<file path="src/rtl/vtg_pkg.sv">
package vtg_pkg;

    typedef enum logic [1:0] {
        ST_ACTIVE  = 2'd0,
        ST_VB_WAIT = 2'd1,
        ST_VB_EXIT = 2'd2
    } vtg_state_e;

    localparam logic [2:0] ADR_VMIN  = 3'd0;
    localparam logic [2:0] ADR_VMAX  = 3'd1;
    localparam logic [2:0] ADR_FLIP  = 3'd2;
    localparam logic [2:0] ADR_CTRL  = 3'd3;
    localparam logic [2:0] ADR_VSYNC = 3'd4;
    localparam logic [2:0] ADR_PUSH  = 3'd5;
    localparam logic [2:0] ADR_STAT  = 3'd6;

    localparam int CTL_EN_BIT    = 0;
    localparam int CTL_FLIP_BIT  = 1;
    localparam int CTL_GB_LSB    = 8;
    localparam int VS_START_LSB  = 0;
    localparam int VS_END_LSB    = 16;
    localparam int PUSH_EN_BIT   = 0;
    localparam int PUSH_SEND_BIT = 1;

endpackage

</file>
<file path="src/rtl/vtg_regfile.sv">
module vtg_regfile
    import vtg_pkg::*;
#(
    parameter int LW  = 12,
    parameter int GBW = 8
) (
    input  logic           clk,
    input  logic           rst,
    input  logic           wr,
    input  logic [2:0]     addr,
    input  logic [31:0]    wdata,
    output logic [31:0]    rdata,
    input  logic           latch_now,
    input  logic           consume,
    input  logic           live,
    output logic [LW-1:0]  sh_min,
    output logic [LW-1:0]  sh_max,
    output logic [LW-1:0]  sh_flip,
    output logic [GBW-1:0] sh_gb,
    output logic           sh_flip_on,
    output logic [LW-1:0]  sh_vss,
    output logic [LW-1:0]  sh_vse,
    output logic           ctl_en,
    output logic           push_en,
    output logic           push_send
);

    logic [LW-1:0]  p_min, p_max, p_flip, p_vss, p_vse;
    logic [GBW-1:0] p_gb;
    logic           p_flip_on;
    logic           wr_push;

    assign wr_push = wr && (addr == ADR_PUSH);

    always_ff @(posedge clk) begin
        if (rst) begin
            p_min      <= '0;
            p_max      <= '0;
            p_flip     <= '0;
            p_vss      <= '0;
            p_vse      <= '0;
            p_gb       <= '0;
            p_flip_on  <= 1'b0;
            ctl_en     <= 1'b0;
            push_en    <= 1'b0;
            push_send  <= 1'b0;
        end else begin
            // hardware clear first, so a same-cycle host write wins
            if (consume)
                push_send <= 1'b0;
            if (wr) begin
                unique case (addr)
                    ADR_VMIN:  p_min <= wdata[LW-1:0];
                    ADR_VMAX:  p_max <= wdata[LW-1:0];
                    ADR_FLIP:  p_flip <= wdata[LW-1:0];
                    ADR_CTRL: begin
                        ctl_en    <= wdata[CTL_EN_BIT];
                        p_flip_on <= wdata[CTL_FLIP_BIT];
                        p_gb      <= wdata[CTL_GB_LSB +: GBW];
                    end
                    ADR_VSYNC: begin
                        p_vss <= wdata[VS_START_LSB +: LW];
                        p_vse <= wdata[VS_END_LSB +: LW];
                    end
                    ADR_PUSH: begin
                        push_en   <= wdata[PUSH_EN_BIT];
                        push_send <= wdata[PUSH_EN_BIT] & wdata[PUSH_SEND_BIT];
                    end
                    default: ;
                endcase
            end
        end
    end

    // shadow copies used by the sequencer, loaded at the exit start
    always_ff @(posedge clk) begin
        if (rst) begin
            sh_min     <= '0;
            sh_max     <= '0;
            sh_flip    <= '0;
            sh_gb      <= '0;
            sh_flip_on <= 1'b0;
            sh_vss     <= '0;
            sh_vse     <= '0;
        end else if (latch_now) begin
            sh_min     <= p_min;
            sh_max     <= p_max;
            sh_flip    <= p_flip;
            sh_gb      <= p_gb;
            sh_flip_on <= p_flip_on;
            sh_vss     <= p_vss;
            sh_vse     <= p_vse;
        end
    end

    always_comb begin
        rdata = '0;
        unique case (addr)
            ADR_VMIN:  rdata[LW-1:0] = p_min;
            ADR_VMAX:  rdata[LW-1:0] = p_max;
            ADR_FLIP:  rdata[LW-1:0] = p_flip;
            ADR_CTRL: begin
                rdata[CTL_EN_BIT]          = ctl_en;
                rdata[CTL_FLIP_BIT]        = p_flip_on;
                rdata[CTL_GB_LSB +: GBW]   = p_gb;
            end
            ADR_VSYNC: begin
                rdata[VS_START_LSB +: LW]  = p_vss;
                rdata[VS_END_LSB +: LW]    = p_vse;
            end
            ADR_PUSH: begin
                rdata[PUSH_EN_BIT]         = push_en;
                rdata[PUSH_SEND_BIT]       = push_send;
            end
            ADR_STAT:  rdata[0] = live;
            default:   rdata = '0;
        endcase
    end

    AST_PUSH_IGNORED: assert property (@(posedge clk) disable iff (rst)
        (wr_push && !wdata[PUSH_EN_BIT]) |=> !push_send);
    AST_PUSH_SELF_CLEAR: assert property (@(posedge clk) disable iff (rst)
        (consume && !wr_push) |=> !push_send);
    AST_SHADOW_HOLD: assert property (@(posedge clk) disable iff (rst)
        !latch_now |=> ($stable(sh_max) && $stable(sh_flip) && $stable(sh_gb)));

endmodule

</file>
<file path="src/rtl/vtg_frame_fsm.sv">
module vtg_frame_fsm
    import vtg_pkg::*;
#(
    parameter int LW  = 12,
    parameter int GBW = 8
) (
    input  logic           clk,
    input  logic           rst,
    input  logic           line_tick,
    input  logic [LW-1:0]  sh_min,
    input  logic [LW-1:0]  sh_max,
    input  logic [LW-1:0]  sh_flip,
    input  logic [GBW-1:0] sh_gb,
    input  logic           sh_flip_on,
    input  logic [LW-1:0]  sh_vss,
    input  logic [LW-1:0]  sh_vse,
    input  logic           ctl_en,
    input  logic           push_en,
    input  logic           push_send,
    output logic           latch_now,
    output logic           consume,
    output logic           vblank,
    output logic           vsync,
    output logic           frame_start,
    output logic           reg_latch,
    output logic           live,
    output logic [LW-1:0]  line_num
);

    localparam int TW = LW + 1;

    vtg_state_e     state_q, state_d;
    logic [LW-1:0]  cnt_q, cnt_d;
    logic [GBW-1:0] rem_q, rem_d;
    logic           wrap;
    logic           fs_q, latch_q, live_q;

    logic [TW-1:0]  min_t, max_t, flip_t, gbe;
    logic [TW-1:0]  vbs, lat, earl, nxt, cur, vs_a, vs_b;
    logic           push_ok, exit_hit;

    // totals are stored minus one; restore the line counts here
    assign min_t  = TW'(sh_min) + TW'(1);
    assign max_t  = TW'(sh_max) + TW'(1);
    assign flip_t = TW'(sh_flip) + TW'(1);
    assign gbe    = (sh_gb == '0) ? TW'(1) : TW'(sh_gb);

    assign vbs  = (min_t > gbe) ? (min_t - gbe) : '0;
    assign lat  = (max_t > gbe) ? (max_t - gbe) : '0;
    assign earl = (live_q && sh_flip_on) ?
                  ((flip_t > gbe) ? (flip_t - gbe) : '0) : lat;

    assign cur      = TW'(cnt_q);
    assign nxt      = cur + TW'(1);
    assign push_ok  = live_q && push_en && push_send;
    assign exit_hit = (nxt >= lat) || (push_ok && (nxt >= earl));

    // next-state process
    always_comb begin
        state_d   = state_q;
        cnt_d     = cnt_q;
        rem_d     = rem_q;
        latch_now = 1'b0;
        wrap      = 1'b0;
        if (line_tick) begin
            unique case (state_q)
                ST_ACTIVE, ST_VB_WAIT: begin
                    cnt_d = nxt[LW-1:0];
                    if (exit_hit) begin
                        state_d   = ST_VB_EXIT;
                        rem_d     = GBW'(gbe - TW'(1));
                        latch_now = 1'b1;
                    end else if (nxt >= vbs) begin
                        state_d = ST_VB_WAIT;
                    end else begin
                        state_d = ST_ACTIVE;
                    end
                end
                ST_VB_EXIT: begin
                    if (rem_q == '0) begin
                        state_d = ST_ACTIVE;
                        cnt_d   = '0;
                        wrap    = 1'b1;
                    end else begin
                        rem_d = rem_q - GBW'(1);
                        cnt_d = nxt[LW-1:0];
                    end
                end
                default: state_d = ST_ACTIVE;
            endcase
        end
    end

    assign consume = latch_now && push_ok;

    // state register process
    always_ff @(posedge clk) begin
        if (rst) begin
            state_q <= ST_ACTIVE;
            cnt_q   <= '0;
            rem_q   <= '0;
        end else begin
            state_q <= state_d;
            cnt_q   <= cnt_d;
            rem_q   <= rem_d;
        end
    end

    // registered output process
    always_ff @(posedge clk) begin
        if (rst) begin
            fs_q    <= 1'b0;
            latch_q <= 1'b0;
            live_q  <= 1'b0;
        end else begin
            fs_q    <= wrap;
            latch_q <= latch_now;
            if (wrap)
                live_q <= ctl_en;
        end
    end

    assign vs_a        = (flip_t > TW'(sh_vss)) ? (flip_t - TW'(sh_vss)) : '0;
    assign vs_b        = (flip_t > TW'(sh_vse)) ? (flip_t - TW'(sh_vse)) : '0;
    assign vsync       = (cur >= vs_a) && (cur < vs_b);
    assign vblank      = (state_q != ST_ACTIVE);
    assign frame_start = fs_q;
    assign reg_latch   = latch_q;
    assign live        = live_q;
    assign line_num    = cnt_q;

    AST_FS_SINGLE: assert property (@(posedge clk) disable iff (rst)
        fs_q |=> !fs_q);
    AST_FS_LINE_ZERO: assert property (@(posedge clk) disable iff (rst)
        fs_q |-> (cnt_q == '0 && state_q == ST_ACTIVE));
    AST_LIVE_AT_FRAME: assert property (@(posedge clk) disable iff (rst)
        !$stable(live_q) |-> fs_q);
    AST_LATCH_IN_EXIT: assert property (@(posedge clk) disable iff (rst)
        latch_q |-> (state_q == ST_VB_EXIT));
    AST_IDLE_HOLD: assert property (@(posedge clk) disable iff (rst)
        !line_tick |=> $stable(cnt_q));

endmodule

</file>
<file path="src/rtl/vrr_vtiming.sv">
module vrr_vtiming
    import vtg_pkg::*;
#(
    parameter int LW  = 12,
    parameter int GBW = 8
) (
    input  logic          clk,
    input  logic          rst,
    input  logic          reg_wr,
    input  logic [2:0]    reg_addr,
    input  logic [31:0]   reg_wdata,
    output logic [31:0]   reg_rdata,
    input  logic          line_tick,
    output logic          vblank,
    output logic          vsync,
    output logic          frame_start,
    output logic          reg_latch,
    output logic          vrr_live,
    output logic [LW-1:0] line_num
);

    logic [LW-1:0]  sh_min, sh_max, sh_flip, sh_vss, sh_vse;
    logic [GBW-1:0] sh_gb;
    logic           sh_flip_on, ctl_en, push_en, push_send;
    logic           latch_now, consume;

    vtg_regfile #(.LW(LW), .GBW(GBW)) u_regs (
        .clk        (clk),
        .rst        (rst),
        .wr         (reg_wr),
        .addr       (reg_addr),
        .wdata      (reg_wdata),
        .rdata      (reg_rdata),
        .latch_now  (latch_now),
        .consume    (consume),
        .live       (vrr_live),
        .sh_min     (sh_min),
        .sh_max     (sh_max),
        .sh_flip    (sh_flip),
        .sh_gb      (sh_gb),
        .sh_flip_on (sh_flip_on),
        .sh_vss     (sh_vss),
        .sh_vse     (sh_vse),
        .ctl_en     (ctl_en),
        .push_en    (push_en),
        .push_send  (push_send)
    );

    vtg_frame_fsm #(.LW(LW), .GBW(GBW)) u_fsm (
        .clk         (clk),
        .rst         (rst),
        .line_tick   (line_tick),
        .sh_min      (sh_min),
        .sh_max      (sh_max),
        .sh_flip     (sh_flip),
        .sh_gb       (sh_gb),
        .sh_flip_on  (sh_flip_on),
        .sh_vss      (sh_vss),
        .sh_vse      (sh_vse),
        .ctl_en      (ctl_en),
        .push_en     (push_en),
        .push_send   (push_send),
        .latch_now   (latch_now),
        .consume     (consume),
        .vblank      (vblank),
        .vsync       (vsync),
        .frame_start (frame_start),
        .reg_latch   (reg_latch),
        .live        (vrr_live),
        .line_num    (line_num)
    );

endmodule

</file>
<file path="config.mk">
export PLATFORM = sky130hd
export DESIGN_NAME = vrr_vtiming
export DESIGN_NICKNAME = d
export VERILOG_FILES = /design/src/rtl/vtg_pkg.sv /design/src/rtl/vtg_regfile.sv /design/src/rtl/vtg_frame_fsm.sv /design/src/rtl/vrr_vtiming.sv
export SDC_FILE = /design/constraint.sdc
export NUM_CORES = 1
export LEC_CHECK = 0
export ABC_AREA = 1
export BUFFER_PORTS_ARGS = -buffer_cell sky130_fd_sc_hd__buf_2
export CORE_ASPECT_RATIO = 0.75
export CORE_MARGIN = 2
export CORE_UTILIZATION = 65
export DETAILED_ROUTE_END_ITERATION = 8
export GPL_TIMING_DRIVEN = 0
export PLACE_DENSITY = 0.93
export SLEW_MARGIN = 20
export SYNTH_ARGS = -nofsm -noshare
export SYNTH_HDL_FRONTEND = slang
export SYNTH_SLANG_ARGS = --single-unit
</file>
<file path="constraint.sdc">
create_clock -name clk -period 6.9 [get_ports clk]
set_input_delay 0.69 -clock clk [delete_from_list [all_inputs] [get_ports clk]]
set_output_delay 0.69 -clock clk [all_outputs]
set_load 0.01 [all_outputs]
</file>
==> results.cfg <==
[logic_synthesis]
synth_ff_type = dfxtp_1
synth-edff-count = 0
postSynthCellCount = 1875
seq_area_frac_synth = 0.268
synth_cell_types = 55
syn_area_per_cell_um2 = 6.62
synthSimpleGateAreaFrac = 0.310
ys_ff_latch = 166
synth.largest_area_cell = dfxtp_1
synth_compound_area_frac = 0.184
yosys-top-cells-area = dfxtp_1 27%, ha_1 11%, nand2_1 11%
synth_fa_ha_area_frac = 0.116
async_reset_ff_frac = 0
synth_top_family_by_area = simple AND/OR/NAND/NOR gates
yosysWarnings = 0
synthMuxAreaShare = 0
synth_area_um2 = 12400
synth-xor-area-share = 0.0303
synth_top_area_share = 0.268

[setup_path]
end_kind = output pin
r2r_cells = 26
rr_startpoint = u_regs.sh_gb[4]
crit_type = reg -> out
startpoint_type = register
required_ps = 6210
rrSetupSlack_ps = 1330
slowest_stage = dfxtp_1
critical_path.max_stage_delay_ps = 570
crit_arrival_ps = 5260
reg2reg_to = u_regs.sh_vse[1]
crit_fanout = 9
crit_top_cell = nand2_1

[drt]
initialDrtViolationCount = 1735
drtAntennaViolNets = 0
firstDrtPassIters = 6
drcViolationCount = 0
viasPerCell = 5.94
wl_per_cell_um = 18.4
vias = 13300
wl_um = 41200

[hold_path]
hold_path_end = u_regs.p_vse[2]
hold_path.class = reg -> reg
hp-start = u_regs.p_vse[2]
worst_hold_path.num_cells = 2

[sta]
relSlewSlack = 0.366
fin_tns_setup_ps = 0
whs_ps = 466
fin_crit_sh = 0.862
period_needed_ps = 5950
max_freq_mhz = 168
finalHoldViolations = 0
worstMarginPinSlew_ps = 952
setup_violations = 0
finClkSkew_ps = 16.0
slew_viol_final = 0
rsz0062_at_grt = false

[die]
fp.dieH_um = 124
die_w_um = 164
coreArea_um2 = 18600
ios = 88
start_util = 0.666
dieArea_um2 = 20200
rows = 43

[final_layout]
fin_nets = 2127
drive_gt1_frac = 0.115
diodes = 0
fillers = 1580
final_cells = 2235
syn_to_final_growth_pct = 10.8
postLayoutCoreUtil = 0.739

[place]
io_buffers = 78
gp_congestion = 1.02
placed_cells = 2203
dp_hpwl_um = 32600

[clock_tree]
htreeDepth = 4
worstSkewPairLatency_ps = 440
clock_path_buffers = 2
hold_buffers = 0
cts-resized-gates = 0
numCtsBuffers = 17
post_cts_buffers = 0
clock-sinks = 166
path_clk_slew_ps = 80
tritoncts = yes
root_buffer = clkbuf_16

[power]
p_leak_nw = 6.59
p_per_area_nw_per_um2 = 379
peakVddDrop_v = 0.000243

[job]
max_cap_viol_count = 0

[global_route]
track_usage = 0.405
overflow = 0
grt_pass1_vias = 11600
grt_max_degree = 20
antenna_found_initial = 1
grt_pass1_wl_um = 62600

[outcome]
status = completed
==> sequential cells by signal, indices dropped and copies added, names as in the netlist, 2 cells and up <==
register        flops
u_regs.p_flip      12
u_regs.sh_flip     12
u_fsm.line_num     12
u_fsm.rem_q         8
u_regs.p_gb         8
u_regs.sh_max      12
u_regs.sh_vse      12
u_fsm.state_q       2
u_regs.sh_gb        8
u_regs.p_vse       12
u_regs.p_vss       12
u_regs.p_min       12
u_regs.sh_vss      12
u_regs.sh_min      12
u_regs.p_max       12
==> how the worst max path moves through the flow <==
stage,end,slack (ps),start
final,vsync,950,u_regs.sh_flip[0]
after CTS,vsync,1090,u_regs.sh_flip[0]
after floorplan,vsync,2430,u_regs.sh_flip[0]
after global routing,vsync,520,u_regs.sh_flip[0]
after global placement,u_regs.sh_vse[1],1580,u_regs.sh_gb[4]
after detailed placement,u_regs.sh_vse[1],1490,u_regs.sh_gb[4]
==> layout by cell type, fill, tap and decap left out, types with 7 or more instances in the layout <==
cell type / count
a21oi_1: 174
nor2_4: 7
dfxtp_1: 166
xor2_1: 35
clkbuf_1: 41
nor2_1: 217
buf_2: 89
nand3_2: 14
nand2_2: 22
inv_1: 213
inv_2: 8
o21ai_0: 188
nand3b_1: 9
nand3_1: 105
a21o_1: 8
clkbuf_16: 17
nor3_1: 22
or2_2: 19
nor2_2: 15
nand4_1: 38
ha_1: 110
a221oi_1: 8
nand2_1: 356
==> Yosys cell counts (all sizes together), types with 5 or more instances <==
library cell / number
a21o: 8
a21oi: 174
a221oi: 8
a22oi: 6
a31oi: 5
buf: 21
clkbuf: 41
dfxtp: 166
ha: 110
inv: 221
nand2: 382
nand3: 121
nand3b: 9
nand4: 38
nor2: 239
nor3: 27
o2111ai: 6
o21ai: 193
o21bai: 6
or2: 21
xnor2: 6
xor2: 36
==> kinds of logic after synthesis <==
family                     after synthesis
AOI/OAI and AO/OA                      423
adders and majority gates              113
other                                    1
and+or+nand+nor                        843
buffers and inverters                  287
xor gates and xnor gates                42
DFF                                    166
==> final cells by class <==
cell class              count  area, um2  share of cell area
well taps                 247        309              0.0225
multi-input cells        1425       7960               0.579
clock inverters            15        209              0.0152
clock buffers              17        425              0.0309
flip-flops and latches    166       3320               0.242
inverters                 225        845              0.0614
repair buffers             78        390              0.0284
plain buffers              62        293              0.0213
==> routing by layer <==
layer  global-route usage  vias up  part of all wire
li1                     -     6426                 -
met1                0.573     6001              0.44
met2                0.595      724              0.41
met3                0.114      114              0.13
met4                0.132        2             0.031
met5                    0        -           0.00032
==> metrics by stage <==
stage / setup slack (ps) / total power, W / instance area [um2]
3_5_place_dp: 1490 / 0.00412 / 13100
6_report: 951 / 0.00521 / 13700
4_1_cts: 1090 / 0.00512 / 13700
5_1_grt: 517 / 0.00560 / 13700
2_1_floorplan: 2430 / 0.00335 / 12400
3_3_place_gp: 1580 / 0.00402 / 13100
==> power by group <==
part	switching, W	total, W	leakage, nW	internal [W]
registers	0.0000668	0.00111	1.35	0.00104
logic	0.00205	0.00310	4.94	0.00105
clock network	0.000479	0.00101	0.307	0.000529
total	0.00259	0.00521	6.59	0.00262
==> worst max-delay path: cells and delay by family (launching register included) <==
family	cells	cell delay, ps
flops	1	570
simple gates	16	1660
fa+ha+maj	3	950
buf+inv	6	920
compound gates	5	720
No activity file was read; power rests on OpenSTA's default activity.
